## config.mk

```make
export PLATFORM = sky130hd
export DESIGN_NAME = gcap_timer
export DESIGN_NICKNAME = d
export VERILOG_FILES = /design/src/rtl/gcap_timer.sv
export SDC_FILE = /design/constraint.sdc
export NUM_CORES = 1
export LEC_CHECK = 0
export BUFFER_PORTS_ARGS = -buffer_cell sky130_fd_sc_hd__buf_2
export CAP_MARGIN = 25
export CORE_ASPECT_RATIO = 1.4
export CORE_MARGIN = 8
export CORE_UTILIZATION = 40
export CTS_CLUSTER_DIAMETER = 200
export DETAILED_ROUTE_END_ITERATION = 6
export PLACE_DENSITY = 0.61
export SKIP_CTS_REPAIR_TIMING = 1
export SLEW_MARGIN = 20
export SYNTH_ARGS = -nofsm -noshare
export SYNTH_HDL_FRONTEND = slang
export SYNTH_SLANG_ARGS = --single-unit
```

## constraint.sdc

```tcl
create_clock -name clk -period 2.8 [get_ports clk]
set_input_delay 0.56 -clock clk [delete_from_list [all_inputs] [get_ports clk]]
set_output_delay 0.56 -clock clk [all_outputs]
set_load 0.01 [all_outputs]
```

## src/rtl/gcap_timer.sv

```systemverilog
module gcap_timer #(
  parameter int CW = 16
) (
  input  logic          clk,
  input  logic          rst_n,
  input  logic          wr_en,
  input  logic [2:0]    addr,
  input  logic [CW-1:0] wdata,
  output logic [CW-1:0] rdata,
  input  logic          cap_in,
  input  logic          gate_in,
  output logic          tmr_out,
  output logic          irq
);

  localparam logic [2:0] A_MODE = 3'd0, A_REF = 3'd1, A_CNT = 3'd2,
                         A_CAP  = 3'd3, A_EVT = 3'd4, A_MASK = 3'd5;

  logic [4:0]    mode_q;
  logic [CW-1:0] ref_q, cnt_q, cap_q;
  logic [1:0]    evt_q, mask_q;
  logic [2:0]    cap_sh, gate_sh;
  logic          gate_on;

  wire run      = mode_q[0];
  wire gate_en  = mode_q[1];
  wire gmode    = mode_q[2];
  wire [1:0] cap_edge = mode_q[4:3];

  wire cap_rise  =  cap_sh[1] & ~cap_sh[2];
  wire cap_fall  = ~cap_sh[1] &  cap_sh[2];
  wire gate_rise =  gate_sh[1] & ~gate_sh[2];
  wire gate_fall = ~gate_sh[1] &  gate_sh[2];

  wire cnt_wr    = wr_en && addr == A_CNT;
  wire evt_wr    = wr_en && addr == A_EVT;
  wire cap_hit   = (cap_edge[0] & cap_rise) | (cap_edge[1] & cap_fall);
  wire count_act = run && (!gate_en || gate_on);
  wire restart   = gate_en && !gmode && gate_fall;
  wire ref_hit   = count_act && cnt_q == ref_q;

  always_ff @(posedge clk or negedge rst_n) begin
    if (!rst_n) begin
      cap_sh  <= '0;
      gate_sh <= '0;
    end else begin
      cap_sh  <= {cap_sh[1:0], cap_in};
      gate_sh <= {gate_sh[1:0], gate_in};
    end
  end

  always_ff @(posedge clk or negedge rst_n) begin
    if (!rst_n) begin
      mode_q <= '0;
      ref_q  <= '1;
      mask_q <= '0;
    end else if (wr_en) begin
      if (addr == A_MODE) mode_q <= wdata[4:0];
      if (addr == A_REF)  ref_q  <= wdata;
      if (addr == A_MASK) mask_q <= wdata[1:0];
    end
  end

  always_ff @(posedge clk or negedge rst_n) begin
    if (!rst_n)         gate_on <= 1'b0;
    else if (gate_fall) gate_on <= 1'b1;
    else if (gate_rise) gate_on <= 1'b0;
  end

  always_ff @(posedge clk or negedge rst_n) begin
    if (!rst_n)         cnt_q <= '0;
    else if (cnt_wr)    cnt_q <= wdata;
    else if (restart)   cnt_q <= '0;
    else if (ref_hit)   cnt_q <= '0;
    else if (count_act) cnt_q <= cnt_q + 1'b1;
  end

  always_ff @(posedge clk or negedge rst_n) begin
    if (!rst_n)       cap_q <= '0;
    else if (cap_hit) cap_q <= cnt_q;
  end

  always_ff @(posedge clk or negedge rst_n) begin
    if (!rst_n)       tmr_out <= 1'b1;
    else if (ref_hit) tmr_out <= ~tmr_out;
  end

  logic [1:0] evt_n;
  always_comb begin
    evt_n = evt_q;
    if (evt_wr)  evt_n = evt_n & ~wdata[1:0];
    if (cap_hit) evt_n[0] = 1'b1;
    if (ref_hit) evt_n[1] = 1'b1;
  end

  always_ff @(posedge clk or negedge rst_n) begin
    if (!rst_n) evt_q <= '0;
    else        evt_q <= evt_n;
  end

  assign irq = |(evt_q & mask_q);

  always_comb begin
    case (addr)
      A_MODE:  rdata = CW'(mode_q);
      A_REF:   rdata = ref_q;
      A_CNT:   rdata = cnt_q;
      A_CAP:   rdata = cap_q;
      A_EVT:   rdata = CW'(evt_q);
      A_MASK:  rdata = CW'(mask_q);
      default: rdata = '0;
    endcase
  end

  AST_CAP_ONLY_ON_EDGE: assert property (@(posedge clk) disable iff (!rst_n)
    !cap_hit |=> $stable(cap_q));
  AST_REF_WRAP: assert property (@(posedge clk) disable iff (!rst_n)
    (count_act && cnt_q == ref_q && !cnt_wr) |=> (cnt_q == '0));
  AST_OUT_ONLY_ON_REF: assert property (@(posedge clk) disable iff (!rst_n)
    !(count_act && cnt_q == ref_q) |=> $stable(tmr_out));
  AST_EVT_CLEAR_BY_WRITE: assert property (@(posedge clk) disable iff (!rst_n)
    $fell(evt_q[0]) |-> $past(wr_en && addr == A_EVT && wdata[0]));
  AST_IRQ_NEEDS_MASK: assert property (@(posedge clk) disable iff (!rst_n)
    irq |-> (mask_q != 2'b00));
  AST_GATE_FROZEN: assert property (@(posedge clk) disable iff (!rst_n)
    (gate_en && !gate_on && !gate_fall && !cnt_wr) |=> $stable(cnt_q));
  AST_RESTART_ZERO: assert property (@(posedge clk) disable iff (!rst_n)
    (gate_en && !gmode && gate_fall && !cnt_wr) |=> (cnt_q == '0));
  AST_NORMAL_RESUME: assert property (@(posedge clk) disable iff (!rst_n)
    (gate_en && gmode && gate_fall && !gate_on && !cnt_wr) |=> $stable(cnt_q));
  AST_FREE_RUN: assert property (@(posedge clk) disable iff (!rst_n)
    (run && !gate_en && !cnt_wr && cnt_q != ref_q) |=> (cnt_q == CW'($past(cnt_q) + 1'b1)));

endmodule

```

== Word-level counts from Yosys, hierarchy flattened ==
Index checks and enable logic that the tools add are counted.

* Bits in registers: 65
* Input bits: 24
* Output and inout bits: 18
* Word-level logic and storage cells: 61

* $add $sub $neg: 1
* Equality and inequality tests: 6
* Mux-type cells: 10
* Bitwise gates (word level): 15
* Reductions and logical operators: 18

{| class="wikitable"
|+ Operators by type and width
! operator !! number
|-
| 16-bit case mux with 6 select lines || 1
|-
| 16-bit 2-to-1 mux || 4
|-
| 16-bit by 1-bit adder with 16-bit output (second input constant) || 1
|-
| 16-bit == test || 1
|-
| 1-bit AND || 6
|-
| 3-bit by 2-bit == test with 1-bit output (second input constant) || 2
|-
| 3-bit == test (second input constant) || 2
|-
| 1-bit logical AND || 6
|-
| 2-bit AND reduction || 3
|-
| 2-bit nonzero test || 3
|-
| 1-bit inverter || 5
|-
| 2-bit AND || 2
|-
| 1-bit 2-to-1 mux || 4
|-
| 4-bit nonzero test || 1
|-
| 3-bit by 1-bit == test with 1-bit output (second input constant) || 1
|-
| 3-bit logical NOT || 1
|-
| 1-bit logical NOT || 2
|-
| 2-bit 2-to-1 mux || 1
|-
| 2-bit inverter || 1
|-
| 2-bit OR reduction || 1
|-
| 1-bit logical OR || 1
|-
| 1-bit OR || 1
|}

== Logic depth before layout (Yosys ltp) ==
* Depth after elaboration: 7
* Mapped depth: 8
* Gate-level depth less buffers: 8

== Worst setup path after synthesis ==
No wires, ideal clock.

* Path type: input port to output port
* From: in addr[0]
* To: out rdata[10]
* Arrival: 1.685 ns
* Data required time: 2.240 ns
* Setup slack: 0.555 ns
* Stages on the path: 6
* Path buffers: 3
* Cells stage by stage: buf_2 -> clkbuf_1 -> nor2b_1 -> clkbuf_1 -> a22oi_1 -> nor2_1

* Cells in the longest elaborated chain, start to end: 2
* Elaborated cells between the ends (all ways): 7
* Those cells by class: eq/ne: 5; mux: 1; reduce/logical: 1

{| class="wikitable"
|+ Ends and longest elaborated chain
! item !! RTL line !! text
|-
| from (decl) || 7 || <nowiki>input logic [2:0] addr,</nowiki>
|-
| 3-bit == test, or another cell as far along || 104 || <nowiki>case (addr)</nowiki>
|-
| 16-bit case mux with 6 select lines (*) || 104 ||
|-
| to (decl) || 9 || <nowiki>output logic [CW-1:0] rdata,</nowiki>
|}

Every way passes the cells marked *; elsewhere a longest branch is shown, timed or not.

== Worst setup path in the final report ==
* From: in addr[1]
* To: out rdata[0]

The elaborated chain is that of the path after synthesis.

==> out/metrics.yaml <==
run_status:
  status: "completed"
synthesis:
  yosysTopAreaCell: "dfrtp_1"
  yosysSeqAreaShare: 0.451
  synthFlopType: "dfrtp_1"
  synth_top_family_by_area: "multiplexers"
  postSynthAreaPerCell_um2: 11.1
  synth_fa_ha_area_frac: 0.00684
  synth_edf_count: 0
  syn-num-nets: 354
  synth_most_common_cell: "mux2_2"
  synth_common_cells: "mux2_2 (52), dfrtp_1 (48), nor2_1 (25)"
  synthCells: 328
  yosys_warnings: 0
  synth-xor-area-share: 0.0455
  async_flop_share: 1.00
  synth_area_mm2: 0.00366
  synth_area_leaders: "dfrtp_1 (33%), mux2_2 (16%), dfstp_2 (12%)"
  synth_compound_area_frac: 0.120
  synthSimpleGateAreaFrac: 0.137
  synth.mux.area_fraction: 0.187
  ys_types: 55
  ys_ff_latch: 65
  synth_top_area_share: 0.329
sta:
  hold_violations: 0
  rsz0062_at_grt: "no"
  slew_headroom: 0.558
  setup_viol: 0
  period_share: 0.855
  drv_slew: 0
  worst_slew_pin_slew_ns: 0.663
  min_period_ns: 2.39
  fmax_ghz: 0.418
  fin_worst_skew_ns: 0.00618
  hold_ws_ns: 0.262
  finalSetupTns_ns: 0
route:
  drc: 0
  wire_per_inst_um: 18.8
  drt-total-wl_mm: 9.14
  drtAntennaViolNets: 0
  drtIter0Drc: 145
  dr.pass1.iters: 4
  routed_via_density: 5.59
  vias: 2713
setup_path:
  regToRegSetupSlack_ns: 0.68
  critPathTopFamily: "buffers and inverters"
  crit_buf_inv: 3
  worstSetupPathType: "input port to primary output"
  path_cells: "buf_2 > nor2b_1 > buf_4 > a22oi_1 > o22ai_1 > buf_2"
  end_kind: "primary output"
  max_stage_delay_ns: 0.42
  critPathSlowestCell: "buf_2"
  path_common_cell: "buf_2"
  cp_max_fo: 19
  cp-start-kind: "input port"
  crit_arrival_ns: 1.83
  rr_endpoint: "cnt_q[10]"
  worstPathRequired_ns: 2.24
  rr_startpoint: "gate_sh[1]"
  cp.depth: 6
  crit_path_start: "addr[1]"
  r2r_cells: 7
  cp-endpoint: "rdata[0]"
floorplan:
  fp.coreArea_mm2: 0.00898
  start_util: 0.407
  dieArea_mm2: 0.0125
  ios: 42
  die_w_um: 96.8
  rows: 41
  chipHeight_um: 129
global_route:
  grt_pass1_wl_mm: 15.1
  top_usage_layer: "met2"
  gr-total-overflow: 0
  gr-usage-met3: 0.0250
  grt_use_met1: 0.165
  grt_util_met2: 0.274
  first_global_vias: 2905
  antenna_found_initial: 0
  grt_max_degree: 40
  track_usage: 0.150
clock_tree:
  insertion_delay_ns: 0.33
  cts_tree: "done"
  clock_sinks: 65
  cts_buffers: 9
  path_clk_slew_ns: 0.05
  cts-root-buf: "clkbuf_16"
  htree_num_levels: 3
  clk_path_buf_depth: 2
hold_path:
  hp-class: "input port to async pin"
power_and_ir_drop:
  leakage_nw: 1.78
  ir_worst_vdd_uv: 400
  p_total_mw: 3.58
  powerDensity_mw_per_mm2: 835
placement:
  place_inst: 469
  finalWeightedCongestion: 0.845
  port_buffers: 41
  dp_hpwl_mm: 6.67
final_layout:
  multi_input_area_mm2: 0.00184
  ff_latch_area_mm2: 0.00165
  antenna_cells: 0
  instances_no_fill: 485
  drive_gt1_frac: 0.410
  nets: 399
  syn_to_final_growth_pct: 17.2
  n_fill_cell: 821
run:
  maxCapViolations: 0
[logic make-up (layout without fill, tap and decap cells)]
kind of cell	Yosys count	after routing
compound gates	65	65
xor+xnor	19	19
fa+ha+maj	2	2
buf+inv	30	80
flops	65	65
mux	58	58
simple gates	89	89
[state kept, by name (all words and copies together), names as in the netlist]
signal   flops
evt_q        2
cnt_q       16
ref_q       16
mask_q       2
gate_sh      3
gate_on      1
cap_q       16
mode_q       5
tmr_out      1
cap_sh       3
[worst min path at each step]
stage          slack (ns)  startpoint  cells after the start   endpoint
6_report             0.26       rst_n                      1  cap_sh[0]
5_1_grt              0.30       rst_n                      1  mode_q[3]
4_1_cts              0.28       rst_n                      1  cap_sh[0]
3_5_place_dp         0.34   cap_sh[0]                      0  cap_sh[1]
3_3_place_gp         0.33   cap_sh[0]                      0  cap_sh[1]
2_1_floorplan        0.26       rst_n                      0   cap_q[0]
[layer usage]
layer,share of wire,wire length [um],vias to the layer above
li1,-,-,1295
met1,0.42,3840,1368
met2,0.54,4940,37
met3,0.020,181,13
met4,0.020,181,0
met5,0,0,-
[through the flow]
stage,cell area [um2],worst slack [ns],utilization
6_report,4280,0.406,0.477
5_1_grt,4280,0.299,0.477
4_1_cts,4280,0.411,0.477
3_5_place_dp,3990,0.316,0.444
3_3_place_gp,3990,0.396,0.444
2_1_floorplan,3660,0.555,-
[layout by cell type (no fill, tap or decap), drive strengths merged, types with 9 or more instances in the layout]
master	instances
a22oi	18
nor2	25
dfrtp	48
nand2	17
nand4	9
mux2	52
clkbuf	14
buf	58
xnor2	17
o21ai	16
dfstp	17
a21oi	10
[where the power goes]
| part | leakage, nW | internal [mW] | switching (mW) | total (mW) |
|---|---|---|---|---|
| Sequential | 0.721 | 1.23 | 0.265 | 1.50 |
| Clock | 0.149 | 0.692 | 0.386 | 1.08 |
| Combinational | 0.910 | 0.539 | 0.463 | 1.00 |
[final cells by class]
type                    count  share of cell area
clock buffers              14              0.0663
clock inverters             2             0.00234
inverters                   6             0.00526
multi-input cells         233               0.430
flip-flops and latches     65               0.385
well taps                 107              0.0312
repair buffers             58              0.0806
[worst reg2reg max path, delay by kind of cell (launching register included)]
kind                       cells  cell delay [ns]
adders and majority gates      1             0.20
buffers and inverters          2             0.31
and+or+nand+nor                2             0.27
DFF                            1             0.35
AOI/OAI and AO/OA              2             0.89
Power figures use the tool's default switching activity.
